==> src/rtl/ss_pkg.sv <==
package ss_pkg;
  typedef enum logic [2:0] {
    SQ_OFF   = 3'd0,
    SQ_RESET = 3'd1,
    SQ_RAMP  = 3'd2,
    SQ_RUN   = 3'd3,
    SQ_FAULT = 3'd4
  } sq_state_t;
endpackage

==> src/rtl/ss_step_timer.sv <==
module ss_step_timer #(
  parameter int DIV = 4
) (
  input  logic clk,
  input  logic rst_n,
  input  logic run_i,
  output logic tick_o
);
  localparam int TW = (DIV > 1) ? $clog2(DIV) : 1;
  localparam logic [TW-1:0] LAST = TW'(DIV - 1);

  logic [TW-1:0] cnt_q, cnt_n;

  assign tick_o = run_i && (cnt_q == LAST);

  always_comb begin
    cnt_n = cnt_q;
    if (!run_i)      cnt_n = '0;
    else if (tick_o) cnt_n = '0;
    else             cnt_n = cnt_q + 1'b1;
  end

  always_ff @(posedge clk or negedge rst_n) begin
    if (!rst_n) cnt_q <= '0;
    else        cnt_q <= cnt_n;
  end
endmodule

==> src/rtl/ss_ref_slew.sv <==
module ss_ref_slew #(
  parameter int CODE_W = 8
) (
  input  logic              clk,
  input  logic              rst_n,
  input  logic              clr_i,
  input  logic              step_i,
  input  logic [CODE_W-1:0] tgt_i,
  output logic [CODE_W-1:0] ref_o
);
  logic [CODE_W-1:0] ref_q, ref_n;
  logic              upd;

  assign upd = clr_i || step_i;

  always_comb begin
    ref_n = ref_q;
    if (clr_i)               ref_n = '0;
    else if (ref_q < tgt_i)  ref_n = ref_q + 1'b1;
    else if (ref_q > tgt_i)  ref_n = ref_q - 1'b1;
  end

  always_ff @(posedge clk or negedge rst_n) begin
    if (!rst_n)   ref_q <= '0;
    else if (upd) ref_q <= ref_n;
  end

  assign ref_o = ref_q;
endmodule

==> src/rtl/ss_term_gate.sv <==
module ss_term_gate (
  input  logic clk,
  input  logic rst_n,
  input  logic ilim_i,
  input  logic cycle_start_i,
  input  logic allow_i,
  output logic term_o
);
  logic arm_q, arm_n;

  assign term_o = ilim_i && allow_i && (arm_q || cycle_start_i);

  always_comb begin
    arm_n = arm_q;
    if (term_o)             arm_n = 1'b0;
    else if (cycle_start_i) arm_n = 1'b1;
  end

  always_ff @(posedge clk or negedge rst_n) begin
    if (!rst_n) arm_q <= 1'b1;
    else        arm_q <= arm_n;
  end
endmodule

==> src/rtl/softstart_seq.sv <==
module softstart_seq
  import ss_pkg::*;
#(
  parameter int CODE_W     = 8,
  parameter int NOM_CODE   = 120,
  parameter int RED_CODE   = 100,
  parameter int STEP_DIV   = 4,
  parameter int RST_CYCLES = 4,
  parameter int NOUT       = 2
) (
  input  logic              clk,
  input  logic              rst_n,
  input  logic              en_i,
  input  logic              vsel_i,
  input  logic              cycle_start_i,
  input  logic              ilim_i,
  input  logic [NOUT-1:0]   uv_i,
  input  logic              ot_i,
  input  logic              cool_i,
  output logic              core_rst_o,
  output logic [CODE_W-1:0] ref_o,
  output logic              term_o
);
  localparam int RW = $clog2(RST_CYCLES + 1);
  localparam logic [RW-1:0]     RST_LAST = RW'(RST_CYCLES - 1);
  localparam logic [CODE_W-1:0] NOM_C    = CODE_W'(NOM_CODE);
  localparam logic [CODE_W-1:0] RED_C    = CODE_W'(RED_CODE);

  sq_state_t         state_q, state_n;
  logic [RW-1:0]     rcnt_q, rcnt_n;
  logic [CODE_W-1:0] tgt, ref_q;
  logic              at_tgt, active_q, active_n, uv_hit, tick, allow;

  assign tgt      = vsel_i ? NOM_C : RED_C;
  assign at_tgt   = (ref_q == tgt);
  assign active_q = (state_q == SQ_RAMP) || (state_q == SQ_RUN);
  assign active_n = (state_n == SQ_RAMP) || (state_n == SQ_RUN);
  // short-circuit flags count only once the reference has settled
  assign uv_hit   = (|uv_i) && (state_q == SQ_RUN) && at_tgt;
  assign allow    = active_q && en_i && !ot_i && !uv_hit;

  always_comb begin
    state_n = state_q;
    if (!en_i) begin
      state_n = SQ_OFF;
    end else begin
      case (state_q)
        SQ_OFF:   state_n = SQ_RESET;
        SQ_RESET: if (ot_i) state_n = SQ_FAULT;
                  else if (rcnt_q == RST_LAST) state_n = SQ_RAMP;
        SQ_RAMP:  if (ot_i) state_n = SQ_FAULT;
                  else if (at_tgt) state_n = SQ_RUN;
        SQ_RUN:   if (ot_i) state_n = SQ_FAULT;
                  else if (uv_hit) state_n = SQ_RESET;
        SQ_FAULT: if (cool_i && !ot_i) state_n = SQ_RESET;
        default:  state_n = SQ_OFF;
      endcase
    end
  end

  always_comb begin
    rcnt_n = '0;
    if ((state_q == SQ_RESET) && (state_n == SQ_RESET)) rcnt_n = rcnt_q + 1'b1;
  end

  always_ff @(posedge clk or negedge rst_n) begin
    if (!rst_n) begin
      state_q <= SQ_OFF;
      rcnt_q  <= '0;
    end else begin
      state_q <= state_n;
      rcnt_q  <= rcnt_n;
    end
  end

  ss_step_timer #(.DIV(STEP_DIV)) u_timer (
    .clk    (clk),
    .rst_n  (rst_n),
    .run_i  (active_q && active_n && !at_tgt),
    .tick_o (tick)
  );

  ss_ref_slew #(.CODE_W(CODE_W)) u_ref (
    .clk    (clk),
    .rst_n  (rst_n),
    .clr_i  (!active_n),
    .step_i (tick),
    .tgt_i  (tgt),
    .ref_o  (ref_q)
  );

  ss_term_gate u_term (
    .clk           (clk),
    .rst_n         (rst_n),
    .ilim_i        (ilim_i),
    .cycle_start_i (cycle_start_i),
    .allow_i       (allow),
    .term_o        (term_o)
  );

  assign core_rst_o = !active_q;
  assign ref_o      = ref_q;
endmodule

==> config.mk <==
export PLATFORM = sky130hd
export DESIGN_NAME = softstart_seq
export DESIGN_NICKNAME = d
export VERILOG_FILES = /design/src/rtl/ss_pkg.sv /design/src/rtl/ss_step_timer.sv /design/src/rtl/ss_ref_slew.sv /design/src/rtl/ss_term_gate.sv /design/src/rtl/softstart_seq.sv
export SDC_FILE = /design/constraint.sdc
export NUM_CORES = 1
export LEC_CHECK = 0
export ABC_AREA = 1
export CORE_ASPECT_RATIO = 1.75
export CORE_UTILIZATION = 45
export CTS_CLUSTER_DIAMETER = 40
export CTS_CLUSTER_SIZE = 16
export DETAILED_ROUTE_END_ITERATION = 10
export PLACE_DENSITY = 0.83
export SLEW_MARGIN = 20
export SYNTH_ARGS = -nofsm -noshare
export SYNTH_HDL_FRONTEND = slang
export SYNTH_SLANG_ARGS = --single-unit
==> constraint.sdc <==
create_clock -name clk -period 2.4 [get_ports clk]
set_clock_uncertainty 0.1 [all_clocks]
set_input_delay 0.48 -clock clk [delete_from_list [all_inputs] [get_ports clk]]
set_output_delay 0.48 -clock clk [all_outputs]
set_load 0.01 [all_outputs]
-- Word-level counts from Yosys, hierarchy flattened
Cells that the tools add are included.
- bits of input ports: 10
- bits in registers: 17
- logic and storage cells: 65
- output and inout port bits: 10
- $lt $le $gt $ge: 2
- eq/ne operators: 11
- add/sub/neg operators: 4
- muxes and demuxes: 18
- reduce and logical (&&, ||, !) cells: 25
- operators with widths (cell ; number):
    two-way mux 3 bit ; 9
    two-way mux 8 bit ; 3
    equality test 3 x 2 -> 1 bit (second input constant) ; 5
    case mux 3 bit (5 select lines) ; 1
    logical AND 1 bit ; 12
    adder 8 x 1 -> 8 bit (second input constant) ; 1
    equality test 8 x 7 -> 1 bit ; 1
    > comparator 8 x 7 -> 1 bit ; 1
    less-than comparator 8 x 7 -> 1 bit ; 1
    subtractor 8 x 1 -> 8 bit (second input constant) ; 1
    equality test 3 x 1 -> 1 bit (second input constant) ; 2
    logical NOT 1 bit ; 5
    two-way mux 5 bit ; 1
    logical OR 1 bit ; 4
    two-way mux 2 bit ; 2
    adder 3 x 1 -> 3 bit (second input constant) ; 1
    equality test 3 bit (second input constant) ; 1
    logical NOT 3 bit ; 1
    != test 3 x 1 -> 1 bit (second input constant) ; 1
    adder 2 x 1 -> 2 bit (second input constant) ; 1
    equality test 2 bit (second input constant) ; 1
    two-way mux 1 bit ; 2
    AND reduction 2 bit ; 1
    nonzero test 2 bit ; 1
    OR reduction 2 bit ; 1

-- Depth between registers and ports, before layout
- depth in word-level cells: 14
- gate-level depth with buffers: 17
- mapped depth without buffers: 17

-- By module
A second synthesis with hierarchy kept.
- cells, all modules: 207
- area, all modules: 1482.7 µm²
- modules (own cells, without submodules) (module ; sequential area each (µm²) ; area an instance (µm²) ; instances ; cells an instance):
    ss_ref_slew ; 200.2 ; 887.1 ; 1 ; 125
    softstart_seq ; 150.1 ; 456.7 ; 1 ; 66
    ss_step_timer ; 50.0 ; 88.8 ; 1 ; 10
    ss_term_gate ; 26.3 ; 50.0 ; 1 ; 6

-- Worst setup path after synthesis
OpenSTA, ideal clock, no wires.
- kind: input to register
- start: input vsel_i
- end: register u_ref.ref_q[3], in the netlist u_ref.ref_o[3]
- library setup time: 0.118 ns
- slack: 0.029 ns
- data arrival time: 2.153 ns
- buffers on the path: 0
- stages on the path: 14
- data required time: 2.182 ns
- cells stage by stage: inv_1 > ha_1 > nand2_1 > nor2_2 > nand2_1 > nand2_1 > ha_1 > nand2_1 > nand2_1 > inv_1 > nand2_1 > or2_2 > nand3_1 > nand2_1
- longest elaborated chain between the ends: 14
- elaborated cells between the ends (all ways): 24
- those cells by class: order compare (2); eq/ne (4); mux (9); reduce/logical (9)
- ends and longest elaborated chain (what ; RTL line ; RTL):
    start: declaration ; softstart_seq.sv:14 ; input logic vsel_i,
    two-way mux 5 bit (*) ; softstart_seq.sv:34 ; assign tgt = vsel_i ? NOM_C : RED_C;
    equality test 8 x 7 -> 1 bit ; softstart_seq.sv:35 ; assign at_tgt = (ref_q == tgt);
    logical AND 1 bit ; softstart_seq.sv:39 ; assign uv_hit = (|uv_i) && (state_q == SQ_RUN) && at_tgt;
    two-way mux 3 bit ; softstart_seq.sv:54 ; else if (uv_hit) state_n = SQ_RESET;
    two-way mux 3 bit ; softstart_seq.sv:53 ; SQ_RUN: if (ot_i) state_n = SQ_FAULT;
    case mux 3 bit (5 select lines) ; softstart_seq.sv:47 ; case (state_q)
    two-way mux 3 bit ; softstart_seq.sv:44 ; if (!en_i) begin
    equality test 3 x 2 -> 1 bit ; softstart_seq.sv:37 ; assign active_n = (state_n == SQ_RAMP) || (state_n == SQ_RUN);
    logical OR 1 bit ; softstart_seq.sv:37 ;
    logical AND 1 bit (2 in series) ; softstart_seq.sv:79 ; .run_i (active_q && active_n && !at_tgt),
    logical AND 1 bit ; ss_step_timer.sv:14 ; assign tick_o = run_i && (cnt_q == LAST);
    logical OR 1 bit ; ss_ref_slew.sv:14 ; assign upd = clr_i || step_i;
    AND reduction 2 bit (no line) ; -- ;
    end signal: assignment ; ss_ref_slew.sv:25 ; else if (upd) ref_q <= ref_n;
    end: declaration ; ss_ref_slew.sv:11 ; logic [CODE_W-1:0] ref_q, ref_n;
Mark *: on every way between the ends. The rest lies on a longest branch, timed or not.
A chain may end at the register's enable or synchronous reset.

-- Worst setup path in the final report
- start: register u_ref.ref_q[3], in the netlist u_ref.ref_o[3]
- end: register u_ref.ref_q[5], in the netlist u_ref.ref_o[5]
- longest elaborated chain between the ends: 13
- elaborated cells between the ends (all ways): 26
- those cells by class: add/sub (2); order compare (2); eq/ne (4); mux (9); reduce/logical (9)
- ends and longest elaborated chain (what ; RTL line):
    equality test 8 x 7 -> 1 bit ; softstart_seq.sv:35
    logical AND 1 bit ; softstart_seq.sv:39
    two-way mux 3 bit ; softstart_seq.sv:54
    two-way mux 3 bit ; softstart_seq.sv:53
    case mux 3 bit (5 select lines) ; softstart_seq.sv:47
    two-way mux 3 bit ; softstart_seq.sv:44
    equality test 3 x 2 -> 1 bit ; softstart_seq.sv:37
    logical OR 1 bit ; softstart_seq.sv:37
    logical AND 1 bit (2 in series) ; softstart_seq.sv:79
    logical AND 1 bit ; ss_step_timer.sv:14
    logical OR 1 bit ; ss_ref_slew.sv:14
    AND reduction 2 bit (no line) ; --
Several ways; a longest one is shown, not always the timed one. The select of a mux whose other input is x is not followed.

==> metrics.txt <==
Synth top cells by count=nand2_1, inv_1, nor2_1; layout cells sized above 1=35.69%; Worst Setup SP=u_ref.ref_o[3]; Worst-Skew Late Latency=0.26 ns; number of synthesized flops with an enable pin=0; hpwl dp=2521 µm; Worst path slowest cell=dfrtp_1; Worst Path Required=2.45 ns; failing checks=design-rule violations; DP Worst Slack=-0.6065 ns; Synth Register Bits=17; crit path launch type=flop; Net Count, Synth=224; fin crit period=2.397 ns; Global Route Usage Sum=23.11%; nets@finish=279; Setup TNS=0 ns; Ys Warns=0; sequential share of the synthesized area=30.37%; setup violators final=0; gpl congestion=0.8255; Routed wire per std cell=12.50 µm; chip width=44.24 µm; # DRC=3; initial core utilization=47.46%; main flop type after synthesis=dfrtp_1; Routed Antenna Nets=0; initial antenna violation count=0; Yosys top cell by area=dfrtp_1; cts-stage hold buffer count=0; Synth top area share=28.50%; relative max-transition margin=79.65%; Yosys cell types=31; WP buf/inv=3; crit share post-route=99.87%; post-route setup slack=0.003089 ns; Max-cap violations=0; Fin. Hold Viols=0; DR pass1 iterations=7; # diodes=0; Highest Clock Rate=0.4172 GHz; largest net degree at the start of global routing=18; Syn Std Cell Area=1405 µm²; Routed WL=3713 µm; Leakage=1.045 nW; row count=26; RSZ-0062 raised after global routing=true; die area=3359 µm²; top cells by area, synth=dfrtp_1, nand2_1, ha_1; critical path type=reg -> reg; Longest Clk Path Bufs=2; delay-heaviest family, CP=simple AND/OR/NAND/NOR gates; Peak VDD IR=0.0002405 V; number of vias per cell=4.906; critical path endpoint category=flop; outcome=finished, violations left; core region area=2960 µm²; Port Buffers=19; hold path start=rcnt_q[0]; Layout fillers=221; pwr dens=284.3 nW/µm²; Worst Hold Class=reg -> reg; Slew @ Worst Pin=0.3053 ns; Die Y-Extent=75.92 µm; CP Cell Sequence=ha_4 -> inv_2 -> o21bai_1 -> nand2_1 -> nand2_2 -> buf_12 -> ha_4 -> nand2_1 -> nand2_1 -> buf_4 -> nand2_1 -> nand4_1 -> a21oi_1 -> nor2_1; initial drt markers=47; clock root buffer=clkbuf_8; CTS tree=yes; critical path's largest stage delay=0.41 ns; Worst path most repeated cell=nand2_1; Slew Viols, Final=0; async set-reset flop share out of synthesis=100.0%; vias in the first global route=1,435; WP data arrival=2.45 ns; Mapped Avg Cell Area=6.991 µm²; crit-path max FO=7; Synth-to-Final Area Change=47.64%; total CTS buffers=3; H-tree depth=1; Ports=20; clock transition at the registers of the reported paths=0.07 ns; first-pass GRT wire length=5851 µm; clk sinks=17; Vias=1,457; top-count cell post-synth=nand2_1; Synth Instances=201; startpoint of the worst-slack reg-to-reg timing path=u_ref.ref_o[3]; gr ovfl total=0
-- layout make-up --
class                           count  area, µm²  area share [%]
Clock buffer                        3      41.29           1.990
Clock inverter                      1      7.507          0.3619
Inverter                           40      151.4           7.298
Multi-Input combinational cell    142      950.9           45.84
Sequential cell                    17      426.7           20.57
Tap cell                           42      52.55           2.533
Timing Repair Buffer               52      444.2           21.41
-- timing repair --
item	in CTS	in global routing
hold endpoints to repair	0	0
pin swaps	12	18
setup endpoints to repair	8	8
setup buffers	7	2
gates resized for setup	18	20
-- placed cells by master, fill, tap and decap left out, drive strengths merged --
| cell type | n |
|---|---|
| nand3b | 2 |
| clkbuf | 4 |
| clkinvlp | 1 |
| dfrtp | 16 |
| inv | 38 |
| and2 | 1 |
| a31oi | 1 |
| or2 | 2 |
| xor2 | 1 |
| buf | 34 |
| nand4 | 7 |
| nor3 | 3 |
| fa | 1 |
| nor2 | 28 |
| dfstp | 1 |
| nand3 | 16 |
| clkdlybuf4s50 | 17 |
| o21ai | 1 |
| nand2 | 56 |
| ha | 12 |
| xnor2 | 1 |
| o21bai | 1 |
| clkinv | 2 |
| a21oi | 9 |
-- sequential cells by signal, summed over array words and instances (netlist names) --
name           flops
state_q            3
rcnt_q             3
u_term.arm_q       1
u_ref.ref_o        8
u_timer.cnt_q      2
-- power by group --
part	leakage, nW	switching (mW)	internal [mW]
Combinational	0.792	0.0348	0.0301
Clock	0.0217	0.112	0.117
Sequential	0.232	0.00575	0.290
Total	1.05	0.152	0.438
-- routing by layer --
layer	vias up	part of all wire, %	global-route usage (%)
li1	733	-	-
met1	678	36	22.54
met2	36	58	42.50
met5	-	0	0
met4	0	2.6	12.73
met3	10	3.0	3.810
-- per-stage QoR --
| step | power, mW | cell area (µm²) | hold slack [ns] | util (%) | cells |
|---|---|---|---|---|---|
| finish | 0.5898 | 2074 | 0.3318 | 70.08 | 297 |
| global route | 0.6103 | 2074 | 0.3563 | 70.08 | 297 |
| CTS | 0.5830 | 1992 | 0.3377 | 67.29 | 295 |
| detailed placement | 0.3589 | 1822 | 0.3280 | 61.54 | 284 |
| global placement | 0.3574 | 1822 | 0.3207 | 61.54 | 284 |
| floorplan | 0.3275 | 1405 | 0.08441 | - | 201 |
-- final timing paths --
kind | to | slack [ns] | depth (start not counted)
min in group asynchronous | rcnt_q[1] | 0.44 | 2
max in group asynchronous | u_term.arm_q | 1.50 | 2
max | u_ref.ref_o[5] | 0.003 | 14
min reg2reg | rcnt_q[0] | 0.33 | 1
max reg2reg | u_ref.ref_o[5] | 0.003 | 14
min | rcnt_q[0] | 0.33 | 1
-- cell families after synthesis --
group | share of synthesized area [%]
compound gates | 5.076
flops | 30.37
buf+inv | 12.11
xor+xnor | 1.247
simple gates | 39.09
fa+ha+maj | 12.11
Power figures use the tool's default switching activity.
